**src/rtl/mask_tc_pkg.sv**
```systemverilog
package mask_tc_pkg;
  // Strobes from the control side to the datapath.
  typedef struct packed {
    logic clearCnt;   // load zero instead of incrementing
    logic toggleOut;  // invert the divided output
  } divStrobes_t;
endpackage

```
**src/rtl/mask_tc_datapath.sv**
```systemverilog
module mask_tc_datapath
  import mask_tc_pkg::*;
#(
  parameter int WIDTH = 25
) (
  input  logic             clk,
  input  logic             rst,
  input  divStrobes_t      stb,
  output logic [WIDTH-1:0] cnt,
  output logic             divOut
);
  localparam logic [WIDTH-1:0] ONE = WIDTH'(1);

  always_ff @(posedge clk) begin
    if (rst)               cnt <= '0;
    else if (stb.clearCnt) cnt <= '0;
    else                   cnt <= cnt + ONE;
  end

  always_ff @(posedge clk) begin
    if (rst)                divOut <= 1'b0;
    else if (stb.toggleOut) divOut <= ~divOut;
  end

  assert_reset_state_R1: assert property (@(posedge clk)
    $past(rst) |-> (cnt == '0 && !divOut));

  assert_count_step_R2: assert property (@(posedge clk) disable iff (rst)
    !stb.clearCnt |=> cnt == $past(cnt) + ONE);

  assert_clear_on_match_R5: assert property (@(posedge clk) disable iff (rst)
    stb.clearCnt |=> cnt == '0);

  assert_toggle_R6: assert property (@(posedge clk) disable iff (rst)
    stb.toggleOut |=> divOut != $past(divOut));

  assert_hold_R6: assert property (@(posedge clk) disable iff (rst)
    !stb.toggleOut |=> $stable(divOut));
endmodule

```
**src/rtl/mask_tc_control.sv**
```systemverilog
module mask_tc_control
  import mask_tc_pkg::*;
#(
  parameter int               WIDTH  = 25,
  parameter logic [WIDTH-1:0] TARGET = '1,
  parameter logic [WIDTH-1:0] MASK   = '1
) (
  input  logic             clk,
  input  logic             rst,
  input  logic [WIDTH-1:0] cnt,
  output divStrobes_t      stb,
  output logic             matchPulse
);
  // A zero terminal value would give a pulse on every cycle.
  localparam bit NONZERO_TERM = ((TARGET & MASK) != '0);

  logic [WIDTH-1:0] bitOk;

  // Each position passes if it is ignored or equals the target bit.
  for (genvar i = 0; i < WIDTH; i++) begin : g_bit
    if (MASK[i]) begin : g_care
      assign bitOk[i] = (cnt[i] == TARGET[i]);
    end else begin : g_ignore
      assign bitOk[i] = 1'b1;
    end
  end

  assign matchPulse    = &bitOk;
  assign stb.clearCnt  = matchPulse;
  assign stb.toggleOut = matchPulse;

  if (NONZERO_TERM) begin : g_width_chk
    assert_pulse_width_R4: assert property (@(posedge clk) disable iff (rst)
      matchPulse |=> !matchPulse);
  end
endmodule

```
**src/rtl/mask_tc_divider.sv**
```systemverilog
module mask_tc_divider #(
  parameter int                 WIDTH  = 25,
  parameter logic [WIDTH-1:0]   TARGET = '1,
  parameter logic [WIDTH-1:0]   MASK   = ~(WIDTH'(1) << 6)
) (
  input  logic clk,
  input  logic rst,
  output logic divOut,
  output logic matchPulse
);
  import mask_tc_pkg::*;

  divStrobes_t      stb;
  logic [WIDTH-1:0] cnt;

  mask_tc_control #(.WIDTH(WIDTH), .TARGET(TARGET), .MASK(MASK)) u_ctrl (
    .clk        (clk),
    .rst        (rst),
    .cnt        (cnt),
    .stb        (stb),
    .matchPulse (matchPulse)
  );

  mask_tc_datapath #(.WIDTH(WIDTH)) u_dp (
    .clk    (clk),
    .rst    (rst),
    .stb    (stb),
    .cnt    (cnt),
    .divOut (divOut)
  );
endmodule

```
**config.mk**
```make
export PLATFORM = sky130hd
export DESIGN_NAME = mask_tc_divider
export DESIGN_NICKNAME = d
export VERILOG_FILES = /design/src/rtl/mask_tc_pkg.sv /design/src/rtl/mask_tc_datapath.sv /design/src/rtl/mask_tc_control.sv /design/src/rtl/mask_tc_divider.sv
export SDC_FILE = /design/constraint.sdc
export NUM_CORES = 1
export LEC_CHECK = 0
export ABC_AREA = 0
export BUFFER_PORTS_ARGS = -buffer_cell sky130_fd_sc_hd__buf_2
export CAP_MARGIN = 10
export CORE_MARGIN = 2
export CORE_UTILIZATION = 25
export DETAILED_ROUTE_END_ITERATION = 8
export HOLD_SLACK_MARGIN = 0.06
export PLACE_DENSITY = 0.39
export SKIP_LAST_GASP = 1
export SYNTH_ARGS = -nofsm -noshare
export SYNTH_HDL_FRONTEND = slang
export SYNTH_SLANG_ARGS = --single-unit
```
**constraint.sdc**
```tcl
create_clock -name clk -period 4.7 [get_ports clk]
set_input_delay 0.94 -clock clk [delete_from_list [all_inputs] [get_ports clk]]
set_output_delay 0.94 -clock clk [all_outputs]
set_load 0.005 [all_outputs]
```
# == Yosys cells after proc, flatten, opt, wreduce, memory -nomap -nowiden ==
# Cells that the tools add are included.
# word_totals
mem_count,0
reg_bits,26
rom_bits,0
ram_bits,0
word_cells,6
out_inout_bits,2
latch_bits,0
# classes
multipliers,0
n_eq_ne,0
n_shift,0
mux,0
div_mod_pow,0
n_reduce_logical,2
n_bitwise,1
n_lt_le_gt_ge,0
addsub,1
# op_table
op,count
25-bit by 1-bit adder with 25-bit output (second input constant),1
24-bit AND reduction,1
2-bit OR reduction,1
1-bit inverter,1

# == Longest topological paths before layout ==
# Gate-level depths: netlist of the first run.
# logic_depth
depth_word,2
mapped_depth,7
depth_no_buf,5

# == Hierarchy ==
# From an unflattened synthesis of the first run, not the netlist that was laid out.
# unflattened
hier_cells,143
area_unflattened_um2,1253.7
# by_module_without_submodules
mod,cells_each,instances,area_each_um2
mask_tc_datapath,133,1,1183.6
mask_tc_control,10,1,70.1

# == Least setup slack after synthesis of the first run ==
# No wires, ideal clock.
# synth_path
kind,register -> output
start,register u_dp.cnt[0]
end,output matchPulse
path_slack_ps,2468
path_stages_with_launch,6
path_buffers,1
arrival_ps,1292
path_cell_list,dfxtp_1 -> ha_1 -> nand3_1 -> or4_1 -> buf_2 -> nor2_1
# synth_between
elab_chain_len,1
# synth_lines
element,line,text
"start, declared",mask_tc_datapath.sv:9,"output logic [WIDTH-1:0] cnt,"
"start signal, assigned",mask_tc_datapath.sv:17,else cnt <= cnt + ONE;
24-bit AND reduction,mask_tc_control.sv:28,assign matchPulse = &bitOk;
"end, declared",mask_tc_divider.sv:9,output logic matchPulse
# No other way between the ends.

# == Worst setup path in the final report of the first run ==
# Same ends and word-level chain as after synthesis.

==> results of run 1 <==
routing by layer:
layer | global-route usage, % | wire length (um) | up-vias
li1 | - | - | 514
met1 | 13.55 | 1322 | 432
met2 | 14.48 | 1031 | 7
met3 | 2.469 | 55 | 2
met4 | 3.030 | 20 | 0
met5 | 0 | 0 | -
worst max-delay path: stages, from the launching register on:
cell	delay, ns
dfxtp_1	0.36
ha_1	0.29
nand3_1	0.10
or4_1	0.55
nor2_1	0.13
buf_2	0.13
logic make-up after synthesis:
group	Yosys count
buffers and inverters	11
XOR/XNOR	12
flip-flops	26
adder cells (fa/ha/maj)	1
AND/OR/NAND/NOR	69
AO/OA/AOI/OAI	23
cells in the mapped netlist:
cell      count
inv_1         5
nor3_1        2
and4_1        3
nand3_1       9
a31oi_1       1
o31ai_1       2
or4b_1        1
xor2_1        5
nand4_1      10
o21ai_0       6
o32ai_1       1
clkbuf_2      1
o21ba_2       1
or2_2         2
nand2b_1      1
dfxtp_1      26
nor4_1        2
nand3_2       1
ha_1          1
nand2_1       7
or3_1         8
or4_4         1
or4_1         3
xnor2_1       7
buf_2         5
a21oi_1      10
and3_1        3
o21a_1        1
nor2_1       16
o21bai_2      1
registers in the layout, indices dropped and copies added, names as in the netlist:
register / cells
u_dp.divOut: 1
u_dp.cnt: 25
final cells by class:
cell class / instances / area, um2 / share of cell area, %
multi-input cells: 105 / 640.6 / 48.62
flip-flops and latches: 26 / 520.5 / 39.51
repair buffers: 3 / 15.01 / 1.140
well taps: 54 / 67.56 / 5.128
clock buffers: 4 / 55.05 / 4.179
inverters: 5 / 18.77 / 1.425
through the flow:
stage          cell area, um2  setup slack (ns)  hold WS (ns)  std cells  utilization [%]
2_1_floorplan            1210             2.468        0.4132        142                -
3_3_place_gp             1262             2.253        0.4241        193            26.91
3_5_place_dp             1262             2.216        0.4311        193            26.91
4_1_cts                  1318             1.910        0.4494        197            28.08
5_1_grt                  1318             1.808        0.4792        197            28.08
6_report                 1318             1.932        0.4517        197            28.08
where the power goes:
| group | leakage (nW) | switching, mW | internal [mW] |
|---|---|---|---|
| registers | 0.210 | 0.00335 | 0.223 |
| logic | 0.157 | 0.00666 | 0.00372 |
| clock network | 0.0288 | 0.0681 | 0.0748 |
path summary, 6_finish.rpt:
kind | depth (start not counted) | to | slack, ns
hold / removal | 1 | u_dp.cnt[0] | 0.45
hold reg to reg | 1 | u_dp.cnt[0] | 0.45
setup reg to reg | 5 | u_dp.cnt[15] | 2.28
setup / recovery | 5 | matchPulse | 1.93
==> metrics.yaml, run 1 <==
floorplan.initialDensity_pct: 25.79
grt_max_degree: 23
vdd_ir_drop_max_uv: 96.53
synthAdderAreaFrac_pct: 1.034
worst_setup_path_start_kind: "flip-flop"
slew_headroom_pct: 39.32
place_hpwl_um: 1719
setup_viol: 0
wl_um: 2428
clk_pin_slew_ns: 0.09
numClockSinks: 26
crit_arrival_ns: 1.83
rsz0062_at_grt: "no"
crit_required_ns: 3.76
antennaDiodeCount: 0
hold_violations: 0
synthCells: 142
synth_xor_area_share_pct: 8.687
avgRoutedWirePerCell_um: 12.32
p_leak_nw: 0.3961
fin_tns_setup_ns: 0
grt_pass1_vias: 857
layout_commonest_cell: "dfxtp_1"
syn_to_final_growth_pct: 8.893
num_rows: 25
min_period_over_period_pct: 58.89
cts_hold_buffers: 0
hp-start: "u_dp.cnt[0]"
core_mm2: 0.004692
ant_nets: 0
clock-skew-final_ns: 0.003017
ys_top_cells_by_area: "dfxtp_1, nand4_1, xnor2_1"
worst-path-max-fanout: 8
post_cts_buffers: 0
io_buffers: 3
fillers: 508
synth_top_area_share_pct: 43.02
antenna_found_initial: 0
final_nets: 147
clk_latency_ns: 0.26
yosysSeqAreaShare_pct: 43.02
avgSynthCellArea_um2: 8.520
endpoint_kind: "output pin"
cts_buffers: 3
clk_path_buf_depth: 2
die-area_mm2: 0.005412
report.final.slew_viol_count: 0
r2r-start: "u_dp.cnt[0]"
drive_gt1_share_pct: 9.091
post_cts_resized: 0
synth-seq-cells: 26
die_w_um: 73.57
ys_types: 30
holdCritPathClass: "reg -> reg"
crit_start: "u_dp.cnt[0]"
num_vias: 955
drtIter0Drc: 55
fmaxAchievable_ghz: 0.3613
synth.area.mux_share_pct: 0
overflow: 0
synth_top_family_by_area: "simple AND/OR/NAND/NOR gates"
final.min_clock_period_ns: 2.768
yosysTopAreaCell: "dfxtp_1"
netlist_area_mm2: 0.001210
grt_use_total_pct: 9.662
p_total_mw: 0.3797
path_class: "reg -> out"
status: "finished clean"
firstDrtPassIters: 4
synth_compound_area_share_pct: 11.48
via_per_inst: 4.848
drc_errors: 0
io_pins: 4
die_y_um: 73.57
power_density_mw_per_mm2: 288.2
htreeDepth: 1
drv_cap: 0
most-common-layout-cells: "dfxtp_1, nor2_1, nand4_1, a21oi_1, nand3_1"
synth-simple-area-share_pct: 31.75
worst_pin_slew_ns: 0.9095
place_congestion: 0.7380
cts_root_buf: "clkbuf_8"
yosys_warnings: 0
grt_pass1_wl_um: 4036
syn-num-nets: 145
cts_tree: "built"
No activity file was read; power rests on OpenSTA's default activity.
==> inputs of run 2 (changes only) <==
==> constraint.sdc (replaced) <==
create_clock -name clk -period 2.6 [get_ports clk]
set_input_delay 0.52 -clock clk [delete_from_list [all_inputs] [get_ports clk]]
set_output_delay 0.52 -clock clk [all_outputs]
set_load 0.005 [all_outputs]
==> run 2 against run 1 <==
Net effect:
- clock skew rose by 0.0019 ns
- total power is 84% higher
- sequential share of layout area is 0.88 points lower
- largest cell class unchanged
- largest power group unchanged
==> metrics.yaml, run 2 (synthesis gave the netlist of run 1 again) <==
p_sw_share_pct: 21.43  # was 20.57%
cts_buffers: 3  # unchanged
final.min_clock_period_ns: 2.323
grt_max_degree: 15  # was 23
rsz0062_at_grt: "no"  # unchanged
worst_setup_path_start_kind: "flip-flop"  # unchanged
firstDrtPassIters: 5  # was 4
hold_ws_ns: 0.4533  # was 0.4517 ns
path_class: "reg -> out"  # unchanged
p_total_mw: 0.6990  # was 0.3797 mW
die_w_um: 73.57  # unchanged
cts_root_buf: "clkbuf_8"  # unchanged
hp-start: "u_dp.cnt[0]"  # unchanged
drtIter0Drc: 46  # was 55
worstHoldPathCells: 1  # unchanged
grt_pass1_wl_um: 4588  # was 4036 um
clk_latency_ns: 0.27  # was 0.26 ns
die-area_mm2: 0.005412  # unchanged
r2r-start: "u_dp.cnt[0]"  # unchanged
via_per_inst: 5.040  # was 4.848
die_y_um: 73.57  # unchanged
antennaDiodeCount: 0  # unchanged
layout_setup_ws_ns: 0.2770  # was 1.932 ns
fmaxAchievable_ghz: 0.4305
overflow: 0  # unchanged
clock-skew-final_ns: 0.004953  # was 0.003017 ns
fillers: 509  # was 508
holdCritPathClass: "reg -> reg"  # unchanged
power_density_mw_per_mm2: 518.7  # was 288.2 mW/mm2
syn_to_final_growth_pct: 11.38  # was 8.893%
cts_hold_buffers: 0  # unchanged
report.final.slew_viol_count: 0  # unchanged
drc_errors: 0  # unchanged
regArea_um2: 520.5  # unchanged
drive_gt1_share_pct: 11.56  # was 9.091%
layout_commonest_cell: "dfxtp_1"  # unchanged
post_cts_resized: 0  # unchanged
numClockSinks: 26  # unchanged
core_mm2: 0.004692  # unchanged
worst_pin_slew_ns: 0.3823  # was 0.9095 ns
htreeDepth: 1  # unchanged
hold_violations: 0  # unchanged
ant_nets: 0  # unchanged
crit_arrival_ns: 1.80  # was 1.83 ns
final_util_pct: 28.72  # was 28.08%
grt_use_total_pct: 11.06  # was 9.662%
status: "finished clean"  # unchanged
num_rows: 25  # unchanged
p_seq_share_pct: 58.4  # was 59.6%
p_switching_mw: 0.1498  # was 0.07808 mW
place_ws_ns: 0.5079  # was 2.216 ns
place_hpwl_um: 1956  # was 1719 um
p_clk_share_pct: 38.0  # was 37.6%
clk_pin_slew_ns: 0.09  # about the same
setup_viol: 0  # unchanged
worst-path-max-fanout: 8  # unchanged
combinationalPowerShare_pct: 3.6  # was 2.7%
endpoint: "matchPulse"  # unchanged
intPower_mw: 0.5492  # was 0.3016 mW
io_pins: 4  # unchanged
place_congestion: 0.7171  # was 0.7380
clk_path_buf_depth: 2  # unchanged
floorplan.initialDensity_pct: 25.79  # unchanged
num_vias: 1013  # was 955
avgRoutedWirePerCell_um: 13.35  # was 12.32 um
vdd_ir_drop_max_uv: 231.6  # was 96.53 uV
drv_cap: 0  # unchanged
grt_pass1_vias: 987  # was 857
wl_um: 2683  # was 2428 um
largest_reg_flops: 25  # unchanged
io_buffers: 3  # unchanged
final_nets: 151  # was 147
slew_headroom_pct: 74.49  # was 39.32%
most-common-layout-cells: "dfxtp_1, nor2_1, nand4_1, a21oi_1, nand3_1"  # unchanged
fin_tns_setup_ns: 0  # unchanged
crit_required_ns: 2.08  # was 3.76 ns
antenna_found_initial: 0  # unchanged
rr_worst_depth: 6  # was 5
min_period_over_period_pct: 89.35
p_leak_nw: 0.4151  # was 0.3961 nW
largestRegisters: "u_dp.cnt: 25 flops, u_dp.divOut: 1 flops"  # unchanged
crit_start: "u_dp.cnt[0]"  # unchanged
post_cts_buffers: 0  # unchanged
multi_input_area_um2: 640.6  # unchanged
cts_tree: "built"  # unchanged
timing.rr.end: "u_dp.cnt[13]"  # was u_dp.cnt[15]
top_register: "u_dp.cnt"  # unchanged
endpoint_kind: "output pin"  # unchanged
ff2ff_setup_slack_ns: 0.54  # was 2.28 ns
## run 2: cell count changes in the layout (fill, tap and decap cells not counted), sizes merged
cell	change
buf	+4
## run 2: area by class of cell
class	count	share of cell area [%]
sequential	26	38.63
inverter	5	1.393
timing repair buffer	7	3.343
multi-input combinational	105	47.54
tap	54	5.014
clock buffer	4	4.085
## run 2: metrics by stage
step                      std cells  cell area, um2
after CTS                       201            1348
after global routing            201            1348
after detailed placement        197            1292
after floorplan                 142            1210
final                           201            1348
after global placement          197            1292
## run 2: worst min path at each step
stage                  end  slack, ns
2_1_floorplan  u_dp.cnt[0]       0.41
4_1_cts        u_dp.cnt[0]       0.46
3_5_place_dp   u_dp.cnt[0]       0.44
3_3_place_gp   u_dp.cnt[0]       0.42
6_report       u_dp.cnt[0]       0.45
5_1_grt        u_dp.cnt[0]       0.47
## run 2: worst max-delay path, stage by stage (launching register included)
cell,delay (ns)
dfxtp_1,0.36
ha_1,0.28
nand3_1,0.09
or4_1,0.55
nor2_1,0.13
buf_2,0.12
## run 2: power by group through the flow
stage	registers (mW)	clock network (mW)	logic [mW]
after floorplan	0.416	0	0.0169
after global placement	0.417	0	0.0245
after detailed placement	0.417	0	0.0254
after CTS	0.408	0.282	0.0255
after global routing	0.409	0.298	0.0291
final	0.408	0.266	0.0249
## run 2: per-layer routing
layer | GRT usage, % | vias up | wire [um]
met4 | 3.232 | 0 | 36
met1 | 13.47 | 475 | 1307
met2 | 18.65 | 14 | 1258
met3 | 3.429 | 4 | 81
li1 | - | 520 | -
met5 | 0 | - | 0
